$ cat src/rtl/txs_pkg.sv
package txs_pkg;
  // Outcome flags of one stored frame, ordered to match status bits 6..2
  typedef struct packed {
    logic intReq;
    logic jabber;
    logic underrun;
    logic maxColl;
    logic ovf;
  } txRec_t;

  // Strobes from control to datapath
  typedef struct packed {
    logic doPush;
    logic doPop;
    logic markOvf;
    logic flush;
  } txsStrb_t;
endpackage

$ cat src/rtl/txs_ctrl.sv
module txs_ctrl
  import txs_pkg::*;
#(
  parameter int DEPTH = 4
) (
  input  logic     clk,
  input  logic     rstN,
  input  logic     pushValid,
  input  logic     pushIntReq,
  input  logic     pushJabber,
  input  logic     pushUnderrun,
  input  logic     pushMaxColl,
  input  logic     hostWr,
  input  logic     txReset,
  input  logic     txOverrun,
  output txsStrb_t strb,
  output logic     notEmpty,
  output logic     needReset,
  output logic     adapterFail,
  output logic     txCompleteEvt
);
  localparam int CNT_W = $clog2(DEPTH + 1);
  localparam logic [CNT_W-1:0] FULL_CNT = CNT_W'(DEPTH);

  logic [CNT_W-1:0] count;
  logic popEff, pushAcc, wantEvt;

  assign notEmpty = (count != '0);
  assign popEff   = hostWr && notEmpty;
  // a pop in the same cycle frees a slot for the push
  assign pushAcc  = pushValid && ((count != FULL_CNT) || popEff);
  assign wantEvt  = pushValid && (pushIntReq || pushJabber || pushUnderrun || pushMaxColl);

  always_comb begin
    strb.flush   = txReset;
    strb.doPop   = popEff && !txReset;
    strb.doPush  = pushAcc && !txReset;
    strb.markOvf = pushValid && !pushAcc && !txReset;
  end

  always_ff @(posedge clk) begin
    if (!rstN) begin
      count         <= '0;
      needReset     <= 1'b0;
      adapterFail   <= 1'b0;
      txCompleteEvt <= 1'b0;
    end else if (txReset) begin
      count         <= '0;
      needReset     <= 1'b0;
      adapterFail   <= 1'b0;
      txCompleteEvt <= 1'b0;
    end else begin
      count <= count + CNT_W'(pushAcc) - CNT_W'(popEff);
      if (pushValid && (pushJabber || pushUnderrun)) needReset <= 1'b1;
      if (txOverrun) adapterFail <= 1'b1;
      txCompleteEvt <= wantEvt;
    end
  end


  cnt_bound_chk: assert property (@(posedge clk) disable iff (!rstN)
    count <= FULL_CNT);


  flush_clear_chk: assert property (@(posedge clk) disable iff (!rstN)
    txReset |=> (count == '0) && !needReset && !adapterFail && !txCompleteEvt);


  need_reset_hold_chk: assert property (@(posedge clk) disable iff (!rstN)
    needReset && !txReset |=> needReset);


  fail_hold_chk: assert property (@(posedge clk) disable iff (!rstN)
    adapterFail && !txReset |=> adapterFail);


  evt_cause_chk: assert property (@(posedge clk) disable iff (!rstN)
    txCompleteEvt |-> $past(pushValid) && !$past(txReset));
endmodule

$ cat src/rtl/txs_datapath.sv
module txs_datapath
  import txs_pkg::*;
#(
  parameter int DEPTH = 4
) (
  input  logic       clk,
  input  logic       rstN,
  input  txsStrb_t   strb,
  input  txRec_t     pushRec,
  input  logic       notEmpty,
  output logic [7:0] statusOut
);
  localparam int PTR_W = (DEPTH > 1) ? $clog2(DEPTH) : 1;
  localparam logic [PTR_W-1:0] LAST = PTR_W'(DEPTH - 1);

  txRec_t mem [DEPTH];
  logic [PTR_W-1:0] rdPtr, wrPtr;

  function automatic logic [PTR_W-1:0] nextPtr(input logic [PTR_W-1:0] p);
    return (p == LAST) ? '0 : p + 1'b1;
  endfunction

  always_ff @(posedge clk) begin
    if (!rstN || strb.flush) begin
      rdPtr <= '0;
      wrPtr <= '0;
    end else begin
      if (strb.doPop)  rdPtr <= nextPtr(rdPtr);
      if (strb.doPush) wrPtr <= nextPtr(wrPtr);
    end
  end

  for (genvar e = 0; e < DEPTH; e++) begin : g_entry
    always_ff @(posedge clk) begin
      if (!rstN) begin
        mem[e] <= '0;
      end else if (!strb.flush) begin
        if (strb.doPush && wrPtr == PTR_W'(e)) mem[e] <= pushRec;
        else if (strb.markOvf && rdPtr == PTR_W'(e)) mem[e].ovf <= 1'b1;
      end
    end
  end

  assign statusOut = notEmpty ? {1'b1, mem[rdPtr], 2'b00} : 8'h00;


  pop_adv_chk: assert property (@(posedge clk) disable iff (!rstN)
    strb.doPop && !strb.flush |=> rdPtr == nextPtr($past(rdPtr)));
endmodule

$ cat src/rtl/txs_stack_top.sv
module txs_stack_top
  import txs_pkg::*;
#(
  parameter int DEPTH = 4
) (
  input  logic       clk,
  input  logic       rstN,
  input  logic       pushValid,
  input  logic       pushIntReq,
  input  logic       pushJabber,
  input  logic       pushUnderrun,
  input  logic       pushMaxColl,
  input  logic       hostWr,
  input  logic       txReset,
  input  logic       txOverrun,
  output logic [7:0] statusByte,
  output logic       txCompleteEvt,
  output logic       needReset,
  output logic       adapterFail,
  output logic       txEnable
);
  txsStrb_t strb;
  txRec_t   pushRec;
  logic     notEmpty;

  assign pushRec = '{intReq: pushIntReq, jabber: pushJabber, underrun: pushUnderrun,
                     maxColl: pushMaxColl, ovf: 1'b0};

  txs_ctrl #(.DEPTH(DEPTH)) ctrl_i (
    .clk(clk), .rstN(rstN), .pushValid(pushValid), .pushIntReq(pushIntReq),
    .pushJabber(pushJabber), .pushUnderrun(pushUnderrun), .pushMaxColl(pushMaxColl),
    .hostWr(hostWr), .txReset(txReset), .txOverrun(txOverrun), .strb(strb),
    .notEmpty(notEmpty), .needReset(needReset), .adapterFail(adapterFail),
    .txCompleteEvt(txCompleteEvt)
  );

  txs_datapath #(.DEPTH(DEPTH)) dp_i (
    .clk(clk), .rstN(rstN), .strb(strb), .pushRec(pushRec),
    .notEmpty(notEmpty), .statusOut(statusByte)
  );

  assign txEnable = !(needReset || adapterFail);


  low_bits_chk: assert property (@(posedge clk) disable iff (!rstN)
    statusByte[1:0] == 2'b00 && (statusByte == 8'h00 || statusByte[7]));
endmodule

$ cat config.mk
export PLATFORM = sky130hd
export DESIGN_NAME = txs_stack_top
export DESIGN_NICKNAME = d
export VERILOG_FILES = /design/src/rtl/txs_pkg.sv /design/src/rtl/txs_ctrl.sv /design/src/rtl/txs_datapath.sv /design/src/rtl/txs_stack_top.sv
export SDC_FILE = /design/constraint.sdc
export NUM_CORES = 1
export LEC_CHECK = 0
export BUFFER_PORTS_ARGS = -buffer_cell sky130_fd_sc_hd__buf_2
export CORE_ASPECT_RATIO = 0.9
export CORE_UTILIZATION = 32
export CTS_BUF_LIST = sky130_fd_sc_hd__clkbuf_4 sky130_fd_sc_hd__clkbuf_8 sky130_fd_sc_hd__clkbuf_16
export DETAILED_ROUTE_END_ITERATION = 6
export PLACE_DENSITY = 0.46
export SLEW_MARGIN = 20
export SYNTH_ARGS = -nofsm -noshare
export SYNTH_HDL_FRONTEND = slang
export SYNTH_SLANG_ARGS = --single-unit
$ cat constraint.sdc
create_clock -name clk -period 2.6 [get_ports clk]
set_input_delay 0.52 -clock clk [delete_from_list [all_inputs] [get_ports clk]]
set_output_delay 0.52 -clock clk [all_outputs]
set_load 0.05 [all_outputs]
## Word-level counts from Yosys, hierarchy flattened

Memory sizes are Yosys's and may differ from the RTL's. A register that Yosys moved wholly into a read port is not among the register bits.
Cells that the tools add are included.

| cells by class | value |
|---|---|
| reduce and logical (&&, ||, !) cells | 31 |
| magnitude comparators | 0 |
| shift-type cells | 0 |
| bitwise logic cells | 9 |
| $mul | 0 |
| divide/modulo/power cells | 0 |
| mux-type cells | 50 |
| equal/unequal tests | 7 |
| add/subtract/negate cells | 4 |

Operators by type and width:

| kind | number |
|---|---|
| 1-bit two-way mux | 41 |
| 5-bit two-way mux | 4 |
| 1-bit logical AND | 16 |
| 2-bit == test, second input constant | 4 |
| 2-bit two-way mux | 4 |
| 8-bit two-way mux | 1 |
| 1-bit OR | 8 |
| 1-bit logical OR | 7 |
| 2-bit by 1-bit adder with 2-bit output, second input constant | 2 |
| 2-bit by 1-bit == test with 1-bit output, second input constant | 2 |
| 1-bit logical NOT | 4 |
| 2-bit logical NOT | 2 |
| 3-bit by 1-bit adder with 3-bit output | 1 |
| 3-bit inequality test, second input constant | 1 |
| 3-bit nonzero test | 1 |
| 3-bit by 1-bit subtractor with 3-bit output | 1 |
| 2-bit OR reduction | 1 |
| 1-bit NOT | 1 |

| word-level totals | value |
|---|---|
| latch bits | 0 |
| RAM bits | 20 |
| flip-flop bits (word level) | 10 |
| memories | 1 |
| input bits | 10 |
| output and inout bits | 12 |
| ROM bits | 0 |
| word-level logic and storage cells | 108 |

Memories:

| memory | words | bits a word | rd ports | clocked after memory_dff | write ports | RTL line | text |
|---|---|---|---|---|---|---|---|
| dp_i.mem | 4 | 5 | 1 | 1 | 4 | txs_datapath.sv:16 | `txRec_t mem [DEPTH];` |

## Depth between registers and ports, before layout

Gate-level depths: netlist of the first run.

| depth | value |
|---|---|
| word-level depth | 14 |
| depth in mapped cells | 9 |
| gate-level depth less buffers | 9 |

## Modules after synthesis

A second synthesis of the first run with hierarchy kept.

| unflattened totals | value |
|---|---|
| cells, all modules | 163 |
| area, all modules | 1735.4 µm² |

Modules (own cells, without submodules):

| module | times used | cells each | area an instance (µm²) |
|---|---|---|---|
| txs_datapath | 1 | 129 | 1400.1 |
| txs_ctrl | 1 | 32 | 327.8 |
| txs_stack_top | 1 | 2 | 7.5 |

## Least setup slack after synthesis of the first run

No wires, ideal clock.

| timing path | value |
|---|---|
| path type | input port to flip-flop |
| from | in hostWr |
| to | reg ctrl_i.count[2] |
| path buffers | 1 |
| arrival | 2.227 ns |
| setup time | 0.120 ns |
| stages on the path | 8 |
| setup slack | 0.253 ns |
| path through | or4b_1 buf_4 and2_1 ha_1 fa_1 xnor2_1 xnor2_1 nor2_1 |

| between the ends | value |
|---|---|
| word-level cells in the longest chain between the ends | 5 |

Ends and longest elaborated chain:

| element | RTL line | text |
|---|---|---|
| from (decl) | txs_stack_top.sv:13 | `input logic hostWr,` |
| 1-bit logical AND (*) | txs_ctrl.sv:29 | `assign popEff = hostWr && notEmpty;` |
| 1-bit logical OR | txs_ctrl.sv:31 | `assign pushAcc = pushValid && ((count != FULL_CNT) \|\| popEff);` |
| 1-bit logical AND | txs_ctrl.sv:31 |  |
| 3-bit by 1-bit adder with 3-bit output | txs_ctrl.sv:53 | `count <= count + CNT_W'(pushAcc) - CNT_W'(popEff);` |
| 3-bit by 1-bit subtractor with 3-bit output (*) | txs_ctrl.sv:53 |  |
| to (signal assigned) | txs_ctrl.sv:53 |  |
| to (decl) | txs_ctrl.sv:25 | `logic [CNT_W-1:0] count;` |

Every way passes the cells marked *; elsewhere a longest branch is shown, timed or not.
A chain may end at the register's enable or synchronous reset.

## Final worst setup path of the first run

| timing path | value |
|---|---|
| from | reg ctrl_i.count[1] |
| to | reg ctrl_i.count[2] |

| between the ends | value |
|---|---|
| word-level cells in the longest chain between the ends | 6 |
| elaborated cells on any way between the ends | 7 |
| classes of those cells | 2 x add/sub; 1 x eq/ne; 4 x reduce/logical |

Ends and longest elaborated chain:

| element | RTL line | text |
|---|---|---|
| 3-bit nonzero test | txs_ctrl.sv:28 | `assign notEmpty = (count != '0);` |
| 1-bit logical AND | txs_ctrl.sv:29 |  |
| 1-bit logical OR | txs_ctrl.sv:31 |  |
| 1-bit logical AND | txs_ctrl.sv:31 |  |
| 3-bit by 1-bit adder with 3-bit output | txs_ctrl.sv:53 |  |
| 3-bit by 1-bit subtractor with 3-bit output (*) | txs_ctrl.sv:53 |  |

Marks and branches as above.

==> results by group, run 1 <==
Yosys
  – Area leader, netlist: edfxtp_1
  – Cell variety after synth: 29
  – #FFs+latches synth: 32
  – Area contributors post-synth: edfxtp_1 (36%), dfxtp_1 (14%), ha_1 (7.5%)
  – Mapped cell area: 0.00168 mm^2
  – Seq/Total Area, Yosys: 50.1%
  – Synth Flop Type: edfxtp_1
  – Top cell type's share of synthesized area: 35.8%
  – Yosys warns: 0
  – Adder-cell share of the synthesized area: 8.66%
  – Post-Synth Simple-Gate Area: 19.6%
  – Largest family of logic cells by synthesized area: simple AND/OR/NAND/NOR gates
  – Post-synth EDFFs: 20
  – Post-synthesis mux area share: 6.72%
  – Ys async rst share: 0%
  – Syn avg cell area: 11.1 um^2
  – XOR/XNOR Fraction of Synth Area: 1.04%
  – Synth Area in Compound Gates: 7.61%
  – Cell count after synthesis: 151

CTS
  – CTS H-Tree Depth: 2
  – Clock sinks: 32
  – Post-CTS Resized: 0
  – Post-CTS Hold Fix Bufs: 0
  – Total CTS buffers: 5
  – Post-CTS Setup Repair Bufs: 0
  – Worst-Skew Late Latency: 0.28 ns
  – TritonCTS clock tree: yes
  – Clock slew at reported path FFs: 0.07 ns
  – Clk buf depth: 2
  – Root Driver: clkbuf_8

Power and ir drop
  – Comb power frac: 19.2%
  – PD cells: 653 mW/mm^2
  – Sequential share of power: 45.1%
  – Clock share of power: 35.6%
  – P_int: 0.000928 W
  – Lkg Pwr: 0.750 nW
  – Switch share: 28.0%
  – VDD IR max: 0.000271 V
  – NetSw: 0.000361 W

Global route
  – Largest net degree at the start of global routing: 16
  – Total gr overflow: 0
  – Vias in the first global route: 1124
  – Total track usage: 13.7%
  – Global-route wire length before repair: 5.57 mm
  – Antenna violations before repair: 0

Worst setup path
  – Startpoint Class: flip-flop
  – Crit path required time: 2.76 ns
  – Reg2reg setup slack: 0.20 ns
  – Worst stage delay on the critical path: 0.47 ns
  – Reg2reg start: ctrl_i.count[1]$_SDFF_PP0_
  – Worst path slowest cell: o31ai_1
  – WP data arrival: 2.56 ns
  – Worst R2R End: ctrl_i.count[2]$_SDFF_PP0_
  – CP endpoint kind: flip-flop
  – Delay-heaviest family, CP: adder cells
  – Worst Path Max Fanout: 6
  – Crit Path Class: reg -> reg
  – WP buf/inv: 2
  – R2R cell count: 9
  – CP cell instances: o31ai_1 -> inv_1 -> ha_1 -> inv_1 -> ha_1 -> fa_1 -> xnor2_1 -> xnor2_1 -> nor2_1

Layout
  – Final instance area: 0.00197 mm^2
  – Fraction of layout cells with a size suffix above 1: 26.3%
  – Post-Layout Cell Count: 244
  – Ant diodes: 0
  – Fin nets: 199
  – Layout area overhead: 17.6%

Hold path
  – Worst Hold End: ctrl_i.adapterFail$_SDFFE_PP0P_
  – Hold Startpoint: txOverrun
  – Hold WC Path Type: in -> reg
  – Worst hold stages: 3

Placement
  – Cell Area, Placed: 0.00187 mm^2
  – Inst Count DP: 236
  – IO Port Bufs: 19
  – GP Congestion: 0.782
  – HPWL Detailed: 2.64 mm

Routing
  – DRC errors left: 0
  – Via density: 4.59
  – Pre-antenna DRT Iters: 4
  – Via count: 1120
  – Routed Wire Length: 3.37 mm
  – DRT iter0 DRCs: 64
  – ANT nets after route: 0
  – Drt wl/cell: 13.8 um

STA
  – Slew Limit Fails: 0
  – Slew @ Worst Pin: 0.582 ns
  – Post-layout minimum cycle time: 2.40 ns
  – Fin crit share: 92.3%
  – Clk_skew: 0.00629 ns
  – Setup TNS: 0 ns
  – Final Hold Viols: 0
  – Hold slack: 0.448 ns
  – Max-slew headroom: 61.1%
  – RSZ-0062 raised after global routing: no
  – Final setup fails: 0
  – F_max: 417 MHz

Die
  – Core Footprint: 0.00495 mm^2
  – DIE WIDTH: 78.3 um
  – Die Height: 70.7 um
  – I/O pin total: 22
  – Starting density of the core: 33.8%
  – Die area: 0.00553 mm^2
  – Std-Cell Rows: 24

Status
  – Status: completed

Flow run
  – Max cap viols: 0
## area by class of cell
class	count	area, um^2
Fill cell	505	2980
Sequential cell	32	841
Multi-Input combinational cell	98	739
Timing Repair Buffer	26	148
Tap cell	65	81.3
Clock buffer	5	68.8
Inverter	15	56.3
Clock inverter	3	37.5
## worst register-to-register path, cell delays in order, from the launching register on
cell and delay, ns:
dfxtp_1 0.37, o31ai_1 0.47, inv_1 0.09, ha_1 0.29
inv_1 0.05, ha_1 0.20, fa_1 0.39, xnor2_1 0.21
xnor2_1 0.14, nor2_1 0.06
## cell usage after synthesis, types with 2 or more instances
cell,n
xnor2_1,2
edfxtp_1,20
dfxtp_1,12
nor2b_1,7
o21ai_0,8
nand2_1,11
a21oi_1,4
inv_1,15
and2_1,3
nand2b_1,2
buf_4,4
ha_1,10
nand3_1,2
mux4_2,5
o221ai_2,4
nand3_2,4
buf_2,2
nor2_1,25
## placed cells by master, fill, tap and decap left out
| cell type | netlist | final |
|---|---|---|
| fa_1 | 1 | 1 |
| o221ai_2 | 4 | 4 |
| clkinv_1 | 0 | 2 |
| a21oi_1 | 4 | 4 |
| nand2_1 | 11 | 11 |
| nor4_1 | 1 | 1 |
| mux4_2 | 5 | 5 |
| o31ai_1 | 1 | 1 |
| nor2_1 | 25 | 25 |
| conb_1 | 1 | 2 |
| nand4_1 | 1 | 1 |
| xnor2_1 | 2 | 2 |
| or3_1 | 1 | 1 |
| o21ai_0 | 8 | 8 |
| or4b_1 | 1 | 1 |
| and2_1 | 3 | 3 |
| nand2_8 | 1 | 1 |
| nand3_1 | 2 | 2 |
| ha_1 | 10 | 10 |
| inv_1 | 15 | 15 |
| clkbuf_8 | 0 | 5 |
| nand2b_1 | 2 | 2 |
| nor3_1 | 1 | 1 |
| bufinv_16 | 0 | 1 |
| nor2b_1 | 7 | 7 |
| nand3_2 | 4 | 4 |
| edfxtp_1 | 20 | 20 |
| dfxtp_1 | 12 | 12 |
| buf_4 | 4 | 7 |
| nor4b_2 | 1 | 1 |
| buf_2 | 2 | 19 |
## how the worst max path moves through the flow
stage,startpoint,endpoint,slack (ns),depth (start not counted)
finish,ctrl_i.count[1]$_SDFF_PP0_,ctrl_i.count[2]$_SDFF_PP0_,0.20,9
global route,ctrl_i.count[1]$_SDFF_PP0_,ctrl_i.count[2]$_SDFF_PP0_,0.05,9
CTS,ctrl_i.count[1]$_SDFF_PP0_,ctrl_i.count[2]$_SDFF_PP0_,0.18,9
detailed placement,hostWr,ctrl_i.count[2]$_SDFF_PP0_,0.15,8
global placement,hostWr,ctrl_i.count[2]$_SDFF_PP0_,0.26,8
floorplan,hostWr,ctrl_i.count[2]$_SDFF_PP0_,0.25,8
## power by group through the flow
stage | logic (W) | registers, W | clock network, W
floorplan | 0.000184 | 0.000593 | 0
global placement | 0.000244 | 0.000591 | 0
detailed placement | 0.000251 | 0.000593 | 0
CTS | 0.000252 | 0.000582 | 0.000469
global route | 0.000270 | 0.000585 | 0.000498
finish | 0.000248 | 0.000581 | 0.000459
## stage by stage
step / util [%] / power [W] / worst slack [ns]
after global routing: 39.8 / 0.00135 / 0.0452
after detailed placement: 37.7 / 0.000844 / 0.152
after global placement: 37.7 / 0.000836 / 0.264
after CTS: 39.8 / 0.00130 / 0.183
after floorplan: - / 0.000777 / 0.253
final: 39.8 / 0.00129 / 0.200
## logic make-up after synthesis
| kind of cell | Yosys count |
|---|---|
| and+or+nand+nor | 61 |
| DFF | 32 |
| buffers and inverters | 22 |
| AOI/OAI and AO/OA | 17 |
| adders and majority gates | 11 |
| muxes | 5 |
| xor gates and xnor gates | 2 |
| other | 1 |
## flip-flops by register name, indices dropped and copies added, names as in the netlist, named ones only
name,flops
dp_i.mem,20
ctrl_i.adapterFail,1
ctrl_i.count,3
ctrl_i.txCompleteEvt,1
ctrl_i.needReset,1
dp_i.wrPtr,2
dp_i.rdPtr,2
## routing by layer
layer / vias up / GRT usage (%) / wire length [um]
li1: 570 / - / -
met1: 516 / 16.0 / 1470
met2: 30 / 24.2 / 1740
met3: 4 / 3.61 / 120
met4: 0 / 4.94 / 43
met5: - / 0 / 0
Note: power is estimated with default switching activity, not from simulation.
==> run 2: changes to the inputs <==
--- a/config.mk
+++ b/config.mk
@@ -9,8 +9,11 @@
 export CORE_ASPECT_RATIO = 0.9
 export CORE_UTILIZATION = 32
 export CTS_BUF_LIST = sky130_fd_sc_hd__clkbuf_4 sky130_fd_sc_hd__clkbuf_8 sky130_fd_sc_hd__clkbuf_16
+export CTS_CLUSTER_DIAMETER = 150
+export CTS_CLUSTER_SIZE = 10
 export DETAILED_ROUTE_END_ITERATION = 6
 export PLACE_DENSITY = 0.46
+export SETUP_SLACK_MARGIN = 0.5
 export SLEW_MARGIN = 20
 export SYNTH_ARGS = -nofsm -noshare
 export SYNTH_HDL_FRONTEND = slang
==> run 2 against run 1 <==
Effect of this change: final area increased by 4.8%; wire length increased by 3.6%; core utilization increased by 1.9 points; die area unchanged; setup slack improved by 0.31 ns; critical path depth decreased by 2; hold slack improved by 0.0045 ns; via count increased by 1.3%; global-route usage increased by 0.59 points; maximum frequency increased by 15%; critical endpoint unchanged.
==> results by group, run 2 (synthesis gave the netlist of run 1 again) <==
STA
  – Final Hold Viols: 0
  – Fin crit share: 80.3%
  – Max-slew headroom: 61.5%
  – Clk_skew: 0.00247 ns
  – RSZ-0062 raised after global routing: yes
  – Post-layout minimum cycle time: 2.09 ns
  – Setup TNS: 0 ns
  – F_max: 479 MHz
  – Final setup fails: 0
  – Slew Limit Fails: 0
  – Slew @ Worst Pin: 0.575 ns

Die
  – Starting density of the core: 33.8%
  – Std-Cell Rows: 24
  – Core Footprint: 0.00495 mm^2
  – Die area: 0.00553 mm^2
  – Die Height: 70.7 um
  – DIE WIDTH: 78.3 um
  – I/O pin total: 22

Power and ir drop
  – VDD IR max: 0.000264 V
  – PD cells: 658 mW/mm^2
  – Sequential share of power: 43.2%
  – Tot Pwr: 0.00136 W
  – NetSw: 0.000378 W
  – Comb power frac: 20.3%
  – P_int: 0.000981 W
  – Clock share of power: 36.5%
  – Lkg Pwr: 0.776 nW
  – Switch share: 27.8%

Global route
  – Vias in the first global route: 1191
  – Total track usage: 14.3%
  – Antenna violations before repair: 0
  – Global-route wire length before repair: 5.84 mm
  – Largest net degree at the start of global routing: 16
  – Total gr overflow: 0

Worst setup path
  – Worst R2R End: ctrl_i.count[2]$_SDFF_PP0_
  – Reg2reg start: ctrl_i.count[1]$_SDFF_PP0_
  – WP buf/inv: 0
  – Worst stage delay on the critical path: 0.56 ns
  – CP endpoint kind: flip-flop
  – Reg2reg setup slack: 0.51 ns
  – Worst path slowest cell: or4b_4
  – Crit Path Class: reg -> reg
  – WP data arrival: 2.26 ns
  – Crit path required time: 2.77 ns
  – Delay-heaviest family, CP: simple AND/OR/NAND/NOR gates
  – Startpoint Class: flip-flop
  – Worst Path Max Fanout: 6
  – CP cell instances: or4b_4 -> and2_4 -> ha_4 -> fa_2 -> xnor2_2 -> xnor2_1 -> nor2_1
  – R2R cell count: 7

Routing
  – ANT nets after route: 0
  – Via density: 4.63
  – Pre-antenna DRT Iters: 4
  – Drt wl/cell: 14.3 um
  – Via count: 1134
  – Routed Wire Length: 3.50 mm
  – DRT iter0 DRCs: 55
  – DRC errors left: 0

Placement
  – Inst Count DP: 236
  – GP Congestion: 0.767
  – HPWL Detailed: 2.74 mm
  – IO Port Bufs: 19

CTS
  – Clk buf depth: 2
  – Clock slew at reported path FFs: 0.07 ns
  – CTS H-Tree Depth: 2
  – Total CTS buffers: 5
  – Post-CTS Hold Fix Bufs: 0
  – Root Driver: clkbuf_8
  – Worst-Skew Late Latency: 0.28 ns
  – Clock sinks: 32
  – TritonCTS clock tree: yes

Layout
  – Fin nets: 200
  – Ant diodes: 0
  – Post-Layout Cell Count: 245
  – Max reg flops: 20
  – Layout area overhead: 23.2%
  – Biggest register: dp_i.mem
  – Most common cell after layout, fill and taps aside: nor2_1
  – Fraction of layout cells with a size suffix above 1: 32.8%
  – Most frequent cells in the layout: nor2_1 (25), edfxtp_1 (20), inv_1 (15)
  – Regs by FF count: dp_i.mem x20, ctrl_i.count x3

Hold path
  – Worst Hold End: ctrl_i.adapterFail$_SDFFE_PP0P_
  – Hold Startpoint: txOverrun
  – Worst hold stages: 3
  – Hold WC Path Type: in -> reg

Flow run
  – Max cap viols: 0

Status
  – Status: completed
run 2: metrics by stage:
step	utilization (%)	area [um^2]	setup slack (ns)	hold WS (ns)
after global routing	41.7	2070	0.452	0.493
after global placement	38.2	1890	0.352	0.449
after CTS	41.0	2030	0.459	0.458
after detailed placement	38.2	1890	0.259	0.456
after floorplan	-	1720	0.350	0.487
final	41.7	2070	0.512	0.453
run 2: worst max-delay path by stage:
| stage | from | to | cells after the start |
|---|---|---|---|
| floorplan | hostWr | ctrl_i.count[2]$_SDFF_PP0_ | 8 |
| global placement | hostWr | ctrl_i.count[2]$_SDFF_PP0_ | 8 |
| detailed placement | ctrl_i.count[1]$_SDFF_PP0_ | ctrl_i.count[2]$_SDFF_PP0_ | 9 |
| CTS | ctrl_i.count[1]$_SDFF_PP0_ | ctrl_i.count[2]$_SDFF_PP0_ | 7 |
| global route | ctrl_i.count[2]$_SDFF_PP0_ | ctrl_i.count[2]$_SDFF_PP0_ | 9 |
| finish | ctrl_i.count[1]$_SDFF_PP0_ | ctrl_i.count[2]$_SDFF_PP0_ | 7 |
run 2: timing repair:
action	CTS	global route
resized for setup	5	16
setup buffers	0	1
pin swaps	1	4
hold endpoints to repair	0	0
endpoints found under the setup margin	7	6
run 2: worst register-to-register path: stages (launching register included):
cell and delay, ns:
dfxtp_2 0.37, or4b_4 0.56, and2_4 0.16, ha_4 0.15, fa_2 0.35, xnor2_2 0.18
xnor2_1 0.14, nor2_1 0.06
run 2: cell type report:
type / count / area [um^2]
Multi-Input combinational cell: 98 / 782
Fill cell: 497 / 2890
Clock buffer: 6 / 82.6
Timing Repair Buffer: 27 / 179
Tap cell: 65 / 81.3
Sequential cell: 32 / 851
Clock inverter: 2 / 33.8
Inverter: 15 / 56.3
run 2: power groups by stage:
stage               registers [W]  clock network, W  logic (W)
finish                   0.000587          0.000496   0.000275
global route             0.000591          0.000530   0.000298
CTS                      0.000587          0.000504   0.000267
detailed placement       0.000595                 0   0.000263
global placement         0.000592                 0   0.000258
floorplan                0.000594                 0   0.000199
run 2: per-layer routing:
layer  global-route usage, %  routed length, um  vias up
li1                        -                  -      568
met1                    16.1               1530      534
met2                    24.9               1740       23
met3                    4.39                112        9
met4                    6.58                114        0
met5                       0                  0        -
